**config.mk**
```make
export PLATFORM = sky130hd
export DESIGN_NAME = duo_phase_pwm
export DESIGN_NICKNAME = d
export VERILOG_FILES = /design/src/rtl/duo_pwm_pkg.sv /design/src/rtl/duo_pwm_regs.sv /design/src/rtl/duo_pwm_tick.sv /design/src/rtl/duo_pwm_phase.sv /design/src/rtl/duo_phase_pwm.sv
export SDC_FILE = /design/constraint.sdc
export NUM_CORES = 1
export LEC_CHECK = 0
export ABC_AREA = 1
export BUFFER_PORTS_ARGS = -buffer_cell sky130_fd_sc_hd__buf_2
export CORE_MARGIN = 3
export CORE_UTILIZATION = 25
export DETAILED_ROUTE_END_ITERATION = 16
export PLACE_DENSITY = 0.37
export SYNTH_ARGS = -nofsm -noshare
export SYNTH_HDL_FRONTEND = slang
export SYNTH_HIERARCHICAL = 1
export SYNTH_SLANG_ARGS = --single-unit
```
**constraint.sdc**
```tcl
create_clock -name clk -period 3.4 [get_ports clk]
set_input_delay 0.17 -clock clk [delete_from_list [all_inputs] [get_ports clk]]
set_output_delay 0.17 -clock clk [all_outputs]
set_load 0.02 [all_outputs]
```
**src/rtl/duo_pwm_pkg.sv**
```systemverilog
package duo_pwm_pkg;
  localparam int CNT_W  = 16;
  localparam int DIV_W  = 7;
  localparam int N_SRC  = 4;
  localparam int SEL_W  = $clog2(N_SRC);
  localparam int BUS_W  = 32;
  localparam int ADDR_W = 2;
  localparam int N_CH   = 2;

  // writable control bits: enables, selects, ratios, gates
  localparam logic [BUS_W-1:0] CTRL_MASK = 32'h00FF_FFF3;

  typedef struct packed {
    logic             oen;
    logic             gate;
    logic [SEL_W-1:0] sel;
    logic [DIV_W-1:0] ratio;
  } chan_cfg_t;
endpackage

```
**src/rtl/duo_pwm_regs.sv**
```systemverilog
module duo_pwm_regs
  import duo_pwm_pkg::*;
#(
  parameter int CW  = CNT_W,
  parameter int NCH = N_CH
) (
  input  logic                         clk,
  input  logic                         rst,
  input  logic                         bus_we,
  input  logic [ADDR_W-1:0]            bus_addr,
  input  logic [BUS_W-1:0]             bus_wdata,
  output logic [BUS_W-1:0]             bus_rdata,
  output chan_cfg_t [NCH-1:0]          cfg,
  output logic [NCH-1:0][2*CW-1:0]     counts
);
  localparam int WW = 2 * CW;

  logic [BUS_W-1:0]          ctrl_q;
  logic [NCH-1:0][WW-1:0]    cnt_q;
  logic [BUS_W-1:0]          rd_mux;

  always_ff @(posedge clk) begin
    if (rst) begin
      ctrl_q    <= '0;
      cnt_q     <= '0;
      bus_rdata <= '0;
    end else begin
      if (bus_we && bus_addr == '0) ctrl_q <= bus_wdata & CTRL_MASK;
      for (int c = 0; c < NCH; c++) begin
        if (bus_we && bus_addr == ADDR_W'(c + 1)) cnt_q[c] <= bus_wdata[WW-1:0];
      end
      bus_rdata <= rd_mux;
    end
  end

  always_comb begin
    rd_mux = '0;
    if (bus_addr == '0) rd_mux = ctrl_q;
    for (int c = 0; c < NCH; c++) begin
      if (bus_addr == ADDR_W'(c + 1)) rd_mux = BUS_W'(cnt_q[c]);
    end
  end

  // per-channel field extraction from the shared control word
  always_comb begin
    for (int c = 0; c < NCH; c++) begin
      cfg[c].oen   = ctrl_q[c];
      cfg[c].sel   = ctrl_q[4 + SEL_W*c +: SEL_W];
      cfg[c].ratio = ctrl_q[8 + 8*c +: DIV_W];
      cfg[c].gate  = ctrl_q[15 + 8*c];
    end
  end

  assign counts = cnt_q;

  p_ctrl_write_r2: assert property (@(posedge clk) disable iff (rst)
    (bus_we && bus_addr == '0) |=> (ctrl_q == ($past(bus_wdata) & CTRL_MASK)));

  p_count_write_r2: assert property (@(posedge clk) disable iff (rst)
    (bus_we && bus_addr == ADDR_W'(1)) |=> (cnt_q[0] == $past(bus_wdata[WW-1:0])));
endmodule

```
**src/rtl/duo_pwm_tick.sv**
```systemverilog
module duo_pwm_tick
  import duo_pwm_pkg::*;
#(
  parameter int NS = N_SRC,
  parameter int DW = DIV_W
) (
  input  logic                   clk,
  input  logic                   rst,
  input  logic                   run,
  input  logic [$clog2(NS)-1:0]  sel,
  input  logic [DW-1:0]          ratio,
  input  logic [NS-1:0]          src,
  output logic                   tick
);
  logic          pick;
  logic [DW-1:0] div_q;

  assign pick = src[sel];

  always_ff @(posedge clk) begin
    if (rst || !run) begin
      div_q <= '0;
      tick  <= 1'b0;
    end else begin
      tick <= 1'b0;
      if (pick) begin
        if (div_q >= ratio) begin
          div_q <= '0;
          tick  <= 1'b1;
        end else begin
          div_q <= div_q + 1'b1;
        end
      end
    end
  end

  p_gate_quiet_r6: assert property (@(posedge clk) disable iff (rst)
    !run |=> !tick);

  p_tick_needs_pick_r4: assert property (@(posedge clk) disable iff (rst)
    !pick |=> !tick);
endmodule

```
**src/rtl/duo_pwm_phase.sv**
```systemverilog
module duo_pwm_phase
  import duo_pwm_pkg::*;
#(
  parameter int CW = CNT_W
) (
  input  logic            clk,
  input  logic            rst,
  input  logic            run,
  input  logic            tick,
  input  logic [2*CW-1:0] cnt_word,
  output logic            pwm_o
);
  localparam int PW = CW + 1;
  localparam logic [CW-1:0] CMAX = '1;

  logic          primed;
  logic [PW-1:0] pos_q;
  logic [PW-1:0] last_q;
  logic [CW-1:0] hi_l;
  logic [CW-1:0] lo_l;
  logic [CW-1:0] new_hi;
  logic [CW-1:0] new_lo;
  logic [PW-1:0] new_last;
  logic [PW-1:0] sum;
  logic          at_end;

  assign new_hi = cnt_word[2*CW-1:CW];
  assign new_lo = cnt_word[CW-1:0];
  assign sum    = PW'(new_hi) + PW'(new_lo);
  assign at_end = !primed || (pos_q >= last_q);

  always_comb begin
    if (new_hi == CMAX && new_lo == '0) new_last = PW'(CMAX);
    else if (sum == '0)                 new_last = '0;
    else                                new_last = sum - 1'b1;
  end

  always_ff @(posedge clk) begin
    if (rst) begin
      primed <= 1'b0;
      pos_q  <= '0;
      last_q <= '0;
      hi_l   <= '0;
      lo_l   <= '0;
      pwm_o  <= 1'b0;
    end else if (!run) begin
      primed <= 1'b0;
      pos_q  <= '0;
      pwm_o  <= 1'b0;
    end else if (tick) begin
      if (at_end) begin
        primed <= 1'b1;
        hi_l   <= new_hi;
        lo_l   <= new_lo;
        last_q <= new_last;
        pos_q  <= '0;
        pwm_o  <= (new_hi != '0);
      end else begin
        pos_q  <= pos_q + 1'b1;
        pwm_o  <= ((pos_q + 1'b1) < PW'(hi_l));
      end
    end
  end

  p_idle_low_r6: assert property (@(posedge clk) disable iff (rst)
    !run |=> !pwm_o);

  p_zero_high_r8: assert property (@(posedge clk) disable iff (rst)
    pwm_o |-> (hi_l != '0));

  p_hold_counts_r7: assert property (@(posedge clk) disable iff (rst)
    (primed && !(tick && run && at_end)) |=> ($stable(hi_l) && $stable(lo_l)));

  p_pos_bound_r3: assert property (@(posedge clk) disable iff (rst)
    primed |-> (pos_q <= last_q));
endmodule

```
**src/rtl/duo_phase_pwm.sv**
```systemverilog
module duo_phase_pwm
  import duo_pwm_pkg::*;
#(
  parameter int CW  = CNT_W,
  parameter int DW  = DIV_W,
  parameter int NS  = N_SRC,
  parameter int NCH = N_CH
) (
  input  logic               clk,
  input  logic               rst,
  input  logic               bus_we,
  input  logic [ADDR_W-1:0]  bus_addr,
  input  logic [BUS_W-1:0]   bus_wdata,
  output logic [BUS_W-1:0]   bus_rdata,
  input  logic [NS-1:0]      tick_src,
  output logic [NCH-1:0]     pwm_out
);
  chan_cfg_t [NCH-1:0]       cfg;
  logic [NCH-1:0][2*CW-1:0]  counts;

  duo_pwm_regs #(.CW(CW), .NCH(NCH)) u_regs (
    .clk       (clk),
    .rst       (rst),
    .bus_we    (bus_we),
    .bus_addr  (bus_addr),
    .bus_wdata (bus_wdata),
    .bus_rdata (bus_rdata),
    .cfg       (cfg),
    .counts    (counts)
  );

  for (genvar c = 0; c < NCH; c++) begin : g_ch
    logic run;
    logic tick;

    assign run = cfg[c].oen & cfg[c].gate;

    duo_pwm_tick #(.NS(NS), .DW(DW)) u_tick (
      .clk   (clk),
      .rst   (rst),
      .run   (run),
      .sel   (cfg[c].sel),
      .ratio (cfg[c].ratio),
      .src   (tick_src),
      .tick  (tick)
    );

    duo_pwm_phase #(.CW(CW)) u_phase (
      .clk      (clk),
      .rst      (rst),
      .run      (run),
      .tick     (tick),
      .cnt_word (counts[c]),
      .pwm_o    (pwm_out[c])
    );
  end
endmodule

```
# Word level (Yosys, flattened, before mapping)
# Cells that the tools add are included.
# word_totals
output_inout_bits	34
regBits	238
in_bits	41
wordCells	91
# op_classes
mux	19
n_lt_le_gt_ge	8
reduce_logical	28
eq_ne	4
bitwise_logic	6
addsub	8
# ops
cell	n
two-way mux 17 bit	6
two-way mux 32 bit	2
adder 16 x 16 -> 17 bit	2
adder 17 x 1 -> 17 bit, second input constant	2
>= comparator 17 bit	2
logical NOT 17 bit	2
less-than comparator 17 x 16 -> 1 bit	2
subtractor 17 x 1 -> 17 bit, second input constant	2
equality test 16 bit, second input constant	2
logical NOT 16 bit	2
nonzero test 16 bit	2
two-way mux 24 bit	1
adder 7 x 1 -> 7 bit, second input constant	2
>= comparator 7 bit	2
two-way mux 7 bit	2
OR reduction 2 bit	4
less-than comparator 2 x 3 -> 1 bit, second input constant	2
two-way mux 1 bit	6
AND reduction 3 bit	2
logical AND 1 bit	5
binary-select mux 1 bit (select 2 bit)	2
logical NOT 1 bit	4
logical OR 1 bit	4
NOT 1 bit	4
other kinds (5)	7

# Longest topological paths before layout
# Gate-level depths: netlist (run 1).
# depth
ltp_word	4
depth_mapped	18
depth_no_buf	18

# Modules after synthesis
# Netlist (run 1), hierarchy kept.
# modules_own_cells
mod	instances	seq_area_each_um2	cells_each	area_each_um2
duo_pwm_regs	1	2362.3	762	5027.3
duo_pwm_phase (g_ch[1].u_phase)	1	1041.0	729	4669.5
duo_pwm_phase (g_ch[0].u_phase)	1	1041.0	729	4649.5
duo_pwm_tick	2	160.2	104	664.4
duo_phase_pwm	1	0.0	4	15.0

# Worst setup path after synthesis (run 1)
# Ideal clock, no wire load.
# synth_path
path_type	reg-to-reg
from	register u_regs.cnt_q, in the netlist u_regs/counts[16]
to	register g_ch[0].u_phase.last_q[14]
arrival_time_ns	2.378
t_required_ns	3.271
path_stages_with_launch	17
period_less_slack_ns	2.507
setup_ns	0.129
path_buffers	1
slack_ns	0.893
cell_sequence	dfxtp_1 -> ha_1 -> fa_1 -> inv_1 -> ha_1 -> inv_1 -> nor2_1 -> nand3_2 -> nor2_4 -> nand2_4 -> nor2_8 -> nand2_2 -> nor2_4 -> nand3_4 -> buf_6 -> nand2_2 -> a21oi_2
# synth_via
elab_chain_cells	4
word_cells_on_any_way	7
cone_classes	2 x add/sub; 1 x eq/ne; 2 x mux; 2 x reduce/logical
# synth_rtl
element	line_no	rtl
from (decl)	duo_pwm_regs.sv:19	logic [NCH-1:0][WW-1:0] cnt_q;
from (signal, indexed assignment)	duo_pwm_regs.sv:30	if (bus_we && bus_addr == ADDR_W'(c + 1)) cnt_q[c] <= bus_wdata[WW-1:0];
adder 16 x 16 -> 17 bit	duo_pwm_phase.sv:29	assign sum = PW'(new_hi) + PW'(new_lo);
subtractor 17 x 1 -> 17 bit or logical NOT 17 bit (tied branches)	duo_pwm_phase.sv:35, duo_pwm_phase.sv:34	
two-way mux 17 bit	duo_pwm_phase.sv:34	else if (sum == '0) new_last = '0;
two-way mux 17 bit *	duo_pwm_phase.sv:33	if (new_hi == CMAX && new_lo == '0) new_last = PW'(CMAX);
to (signal assigned)	duo_pwm_phase.sv:55	last_q <= new_last;
to (decl)	duo_pwm_phase.sv:18	logic [PW-1:0] last_q;
# Every way passes the cells marked *; elsewhere a longest branch is shown, timed or not.
# A chain may end at the register's enable or synchronous reset.

# Worst setup path after layout (run 1)
# layout_path
from	register u_regs.cnt_q, in the netlist u_regs/counts[16]
to	register g_ch[0].u_phase.last_q[7]
# Same word-level chain as after synthesis.

==> flow_summary_export.csv, run 1 <==
group,metric,value,unit
routing,wl_per_cell,16.4,µm
setup_path,reg2reg_slack,500,ps
routing,drt-met1-wl,27200,µm
pwr,peakVddDrop,0.291,mV
clock_tree,cts_resized,0,
routing,routed_wl,56100,µm
setup_path,cp_max_fo,16,
clock_tree,worstSkewPairLatency,560,ps
sta,worstMarginPinSlew,810,ps
grt,grt_usage,16.9,%
final_layout,num-fill-cells,6938,
routing,drt-vias-per-instance,4.49,
synth,synth_seq_cells,238,
floorplanning,core_area,61900,µm²
sta,period_needed,2900,ps
clock_tree,h-tree-depth,2,
routing,routed.top_layer,"met4",
clock_tree,cts_buffers,34,
sta,setup_slack,502,ps
place,hpwl,43900,µm
synth,synth.distinct_cells,42,
routing,num_vias,15300,
final_layout,postLayoutCoreUtil,30.0,%
final_layout,fin_nets,2707,
sta,rsz0062_at_grt,"false",
setup_path,cp-start-kind,"flop",
floorplanning,num_io_pins,75,
routing,wl_met3,1880,µm
clock_tree,cts_setup_buffers,0,
grt,grt_pass1_vias,15100,
grt,grt_pass1_wl,87900,µm
final_layout,fin_cells,3409,
setup_path,cp.required,3820,ps
pwr,power_per_cell_area,420,nW/µm²
final_layout,drive_above_1_share,11.2,%
setup_path,criticalPathCategory,"flop to flop",
place,globalplace.congestion,0.845,
place,dp.cells,3317,
routing,drtIter0Drc,914,
grt,antenna_found_initial,0,
setup_path,cp-startpoint,"u_regs/counts[16]",
final_layout,fin_area,18600,µm²
sta,finalCritPeriodShare,85.2,%
synth,yosysWarnings,6,
pwr,p_leak,9.07,nW
synth,synth_cells,2432,
sta,slew_headroom,45.9,%
synth,synth_edf_count,0,
floorplanning,dieArea,65800,µm²
routing,drc,0,
sta,fin_skew,36.0,ps
setup_path,setup.worst_path.end,"g_ch[0].u_phase/last_q[7]",
synth,netlist_area,15700,µm²
synth,synth-main-ff-cell,"dfxtp_1",
floorplanning,die_x,257,µm
worst_hold_path,hp-class,"primary input to flop",
floorplanning,die_height,257,µm
floorplanning,start_util,25.3,%
grt,grt_max_degree,68,
setup_path,worstRegToRegCells,15,
flow_run,drv_cap,0,
final_layout,antennaDiodeCount,0,
synth,synth_top_cell_by_area,"dfxtp_1",
floorplanning,num_rows,91,
place,place_ws,502,ps
clock_tree,clk_pin_slew,60,ps
place,placed_cell_area,17100,µm²
setup_path,arrival,3320,ps
sta,fin_hold_ws,106,ps
routing,ant_nets,0,
final_layout,area_delta_synth_final,18.4,%
setup_path,timing.rr.end,"g_ch[0].u_phase/last_q[7]",
run_status,status,"finished clean",
sta,drv_slew,0,
final_layout,final_common_cell,"nand2_1",
sta,hold_viol,0,
synth,synthTopCellsByArea,"dfxtp_1 (30%), nand2_1 (16%), ha_1 (9.3%), inv_1 (9.0%), nor2_1 (6.5%)",
synth,yosysTopAreaCellShare,30.4,%
clock_tree,cts_tree,"done",
clock_tree,cts_max_path_buffers,3,
routing,dr.pass1.iters,6,
setup_path,crit_path_end_kind,"flop",
synth,syn_area_per_cell,6.45,µm²
setup_path,r2r-start,"u_regs/counts[16]",
sta,fmax,0.345,GHz
sta,setup_violations,0,
clock_tree,clock-root-buffer,"clkbuf_16",
sta,tns,0,ps
clock_tree,clock-sinks,238,
grt,grt.overflow.total,0,
synth,async_flop_share,0,%
final_layout,final_cell_mix,"nand2_1 (650), inv_1 (378), nor2_1 (272)",
synth,synth_seq_area_share,30.4,%
routing,wl_met2,26000,µm
place,port_buffers,74,
synth,synth_nets,2591,
pwr,finalPower,7.81,mW
-- power by group --
part / internal [mW] / total [mW] / switching (mW) / leakage, nW
registers: 2.85 / 2.95 / 0.0914 / 1.93
clock network: 2.26 / 3.73 / 1.47 / 0.572
logic: 0.385 / 1.13 / 0.747 / 6.57
total: 5.50 / 7.81 / 2.30 / 9.07
-- critical path, stage by stage, from the launching register on --
cell and delay [ps]:
dfxtp_1 420, ha_1 300, fa_1 470, inv_1 80, ha_1 160, inv_1 40, nor2_1 150, nand3_2 130
nor2_4 130, nand2_4 90, nor2_8 130, nand2_2 70, nor2_4 110, nand3_4 230, o21ai_0 170, a21oi_1 80
-- repair_timing --
action                                  CTS  global route
hold buffers                             32             0
endpoints found under the setup margin    0             0
hold endpoints to repair                 84             0
-- sequential cells by signal (all words and copies together) (netlist names) --
signal / flops
u_regs/counts: 64
g_ch.u_phase/last_q: 34
g_ch.u_phase/pos_q: 34
g_ch.u_phase/hi_l: 32
u_regs/bus_rdata: 32
u_regs/ctrl_q: 22
g_ch.u_tick/div_q: 14
g_ch.u_phase/primed: 2
g_ch.u_phase/pwm_o: 2
g_ch.u_tick/tick: 2
-- cells in the mapped netlist, types with 24 or more instances --
cell type,count
nand2_1,650
inv_1,378
nor2_1,272
dfxtp_1,238
nand3_1,180
a21oi_1,157
ha_1,116
o21ai_0,102
nand4_1,38
nand2_2,34
xor2_1,32
buf_2,27
clkbuf_1,27
nor4_1,24
-- routing by layer --
layer / GRT usage, % / up-vias
met5: 0 / -
met4: 4.06 / 0
met1: 23.2 / 7044
met2: 28.4 / 270
li1: - / 7924
met3: 1.85 / 62
-- kinds of logic (layout without fill, tap and decap cells) --
kind of cell,Yosys count,in the layout,share of synthesized area [%]
adders and majority gates,118,118,9.51
and+or+nand+nor,1292,1292,36.8
buffers and inverters,465,605,11.8
DFF,238,238,30.4
xor gates and xnor gates,36,36,2.01
AOI/OAI and AO/OA,283,283,9.50
-- how the worst min path moves through the flow --
stage	start	to	slack, ps	depth (start not counted)
after floorplan	rst	g_ch[0].u_phase/last_q[16]	240	1
after global routing	rst	g_ch[1].u_phase/last_q[16]	110	2
after CTS	rst	g_ch[1].u_phase/last_q[16]	70	2
after global placement	g_ch[1].u_phase/hi_l[0]	g_ch[1].u_phase/hi_l[0]	440	2
after detailed placement	g_ch[0].u_phase/hi_l[1]	g_ch[0].u_phase/hi_l[1]	450	2
final	rst	g_ch[1].u_phase/last_q[16]	110	2
-- area by class of cell --
class	instances	area, µm²	share of cell area, %
Multi-Input combinational cell	1729	9080	48.9
Sequential cell	238	4760	25.6
Inverter	394	1490	7.99
Tap cell	837	1050	5.64
Timing Repair Buffer	151	1030	5.54
Clock buffer	45	972	5.23
Clock inverter	15	201	1.08
(Power assumes the default switching activity.)
==> run 2: changes to the inputs <==
BUFFER_PORTS_ARGS = -buffer_cell sky130_fd_sc_hd__buf_4   (was -buffer_cell sky130_fd_sc_hd__buf_2)
==> run 2 against run 1 <==
Compared with the run above: combinational power about the same; non-clock buffer count down 5; clock power fell by 5%; worst hold slack lost 64 ps; die area is the same; sequential share of layout area shrank 0.11 points; clock skew down 14 ps; maximum frequency increased by 0.65%; critical path type unchanged.
==> flow_summary_export.csv, run 2 (synthesized netlist as in run 1, its figures left out) <==
group,metric,value,unit
grt,use_met3,2.03,%
clock_tree,cts_max_path_buffers,3,
sta,slew_headroom,22.2,%
setup_path,criticalPathCategory,"flop to flop",
clock_tree,worstSkewPairLatency,550,ps
setup_path,cp-start-kind,"flop",
pwr,peakVddDrop,0.315,mV
setup_path,arrival,3290,ps
final_layout,fin_nets,2702,
floorplanning,core_area,61900,µm²
run_status,status,"finished clean",
place,hpwl,43300,µm
clock_tree,h-tree-depth,2,
clock_tree,clock-sinks,238,
grt,antenna_found_initial,1,
clock_tree,cts_setup_buffers,0,
sta,worstMarginPinSlew,1160,ps
flow_run,drv_cap,0,
routing,dr.pass1.iters,5,
grt,gr-max-usage-layer,"met2",
final_layout,drive_above_1_share,11.0,%
pwr,power_per_cell_area,409,nW/µm²
sta,period_needed,2880,ps
grt,grt_pass1_vias,15300,
routing,routed_wl,56400,µm
worst_hold_path,hp-class,"primary input to flop",
sta,fin_skew,22.1,ps
sta,drv_slew,0,
routing,drt-vias-per-instance,4.47,
clock_tree,cts_tree,"done",
sta,tns,0,ps
sta,finalCritPeriodShare,84.7,%
grt,grt_max_degree,65,
grt,grt_usage,17.0,%
floorplanning,die_height,257,µm
final_layout,antennaDiodeCount,0,
floorplanning,num_rows,91,
grt,use_met1,23.1,%
sta,setup_slack,521,ps
grt,grt_pass1_wl,88400,µm
routing,num_vias,15200,
place,port_buffers,74,
setup_path,cp_max_fo,16,
final_layout,final_common_cell,"nand2_1",
routing,wl_per_cell,16.6,µm
sta,hold_viol,0,
floorplanning,die_x,257,µm
grt,grt.overflow.total,0,
clock_tree,cts_resized,0,
final_layout,largest_reg_flops,64,
sta,fmax,0.347,GHz
setup_path,crit_path_end_kind,"flop",
routing,drc,0,
place,globalplace.congestion,0.849,
floorplanning,dieArea,65800,µm²
clock_tree,clk_pin_slew,60,ps
final_layout,final_cell_mix,"nand2_1 (650), inv_1 (378), nor2_1 (272)",
routing,ant_nets,0,
floorplanning,num_io_pins,75,
place,place_ws,492,ps
setup_path,cp.required,3810,ps
grt,use_met2,28.5,%
pwr,finalPower,7.63,mW
routing,drtIter0Drc,961,
sta,rsz0062_at_grt,"false",
pwr,p_leak,9.05,nW
clock_tree,clock-root-buffer,"clkbuf_16",
clock_tree,cts_buffers,34,
final_layout,area_delta_synth_final,18.9,%
floorplanning,start_util,25.3,%
sta,setup_violations,0,
[run 2: cell count changes in the layout (fill, tap and decap cells not counted)]
cell	previous run	this run
bufinv_16	3	1
clkinv_8	0	1
inv_16	1	0
inv_6	1	3
clkbuf_1	3	6
buf_2	74	0
buf_4	45	114
clkinv_16	1	0
[run 2: critical path, stage by stage, from the launching register on]
cell and delay, ps:
dfxtp_1 420, ha_1 290, fa_1 460, inv_1 70, ha_1 160, inv_1 40, nor2_1 150, nand3_2 130
nor2_4 130, nand2_4 90, nor2_8 120, nand2_2 70, nor2_4 110, nand3_4 240, o21ai_0 170, a21oi_1 80
[run 2: area by class of cell]
class / instances / area [µm²]
Tap cell: 837 / 1050
Multi-Input combinational cell: 1729 / 9080
Timing Repair Buffer: 146 / 1180
Clock buffer: 48 / 983
Clock inverter: 14 / 125
Fill cell: 6908 / 43300
Inverter: 394 / 1490
Sequential cell: 238 / 4760
[run 2: power by group]
| group | switching, mW | internal, mW | total, mW |
|---|---|---|---|
| sequential | 0.0922 | 2.85 | 2.95 |
| combinational | 0.750 | 0.401 | 1.15 |
| clock | 1.43 | 2.11 | 3.54 |
[run 2: final timing paths]
path	start	to	slack, ps	cells past startpoint
hold reg to reg	g_ch[0].u_phase/hi_l[0]	g_ch[0].u_phase/hi_l[0]	460	2
setup / recovery	u_regs/counts[16]	g_ch[0].u_phase/last_q[11]	520	15
hold / removal	rst	g_ch[0].u_phase/last_q[16]	40	2
setup reg to reg	u_regs/counts[16]	g_ch[0].u_phase/last_q[11]	520	15
[run 2: what timing repair did]
| action | CTS | global route |
|---|---|---|
| setup endpoints to repair | 0 | 0 |
| hold buffers | 32 | 0 |
| endpoints found under the hold margin | 86 | 0 |
[run 2: per-layer routing]
metal	routed length, µm	up-vias
met2	25500	285
met4	1290	0
met1	27500	6992
met3	2050	58
met5	0	-
li1	-	7906
[run 2: stage by stage]
stage / cell area [µm²] / hold slack [ps] / std cells / utilization [%]
after floorplan: 15700 / 239 / 2432 / -
after global placement: 17200 / 435 / 3312 / 27.8
after detailed placement: 17200 / 439 / 3312 / 27.8
after CTS: 18700 / 31.0 / 3406 / 30.1
after global routing: 18700 / 39.9 / 3406 / 30.1
final: 18700 / 41.9 / 3406 / 30.1
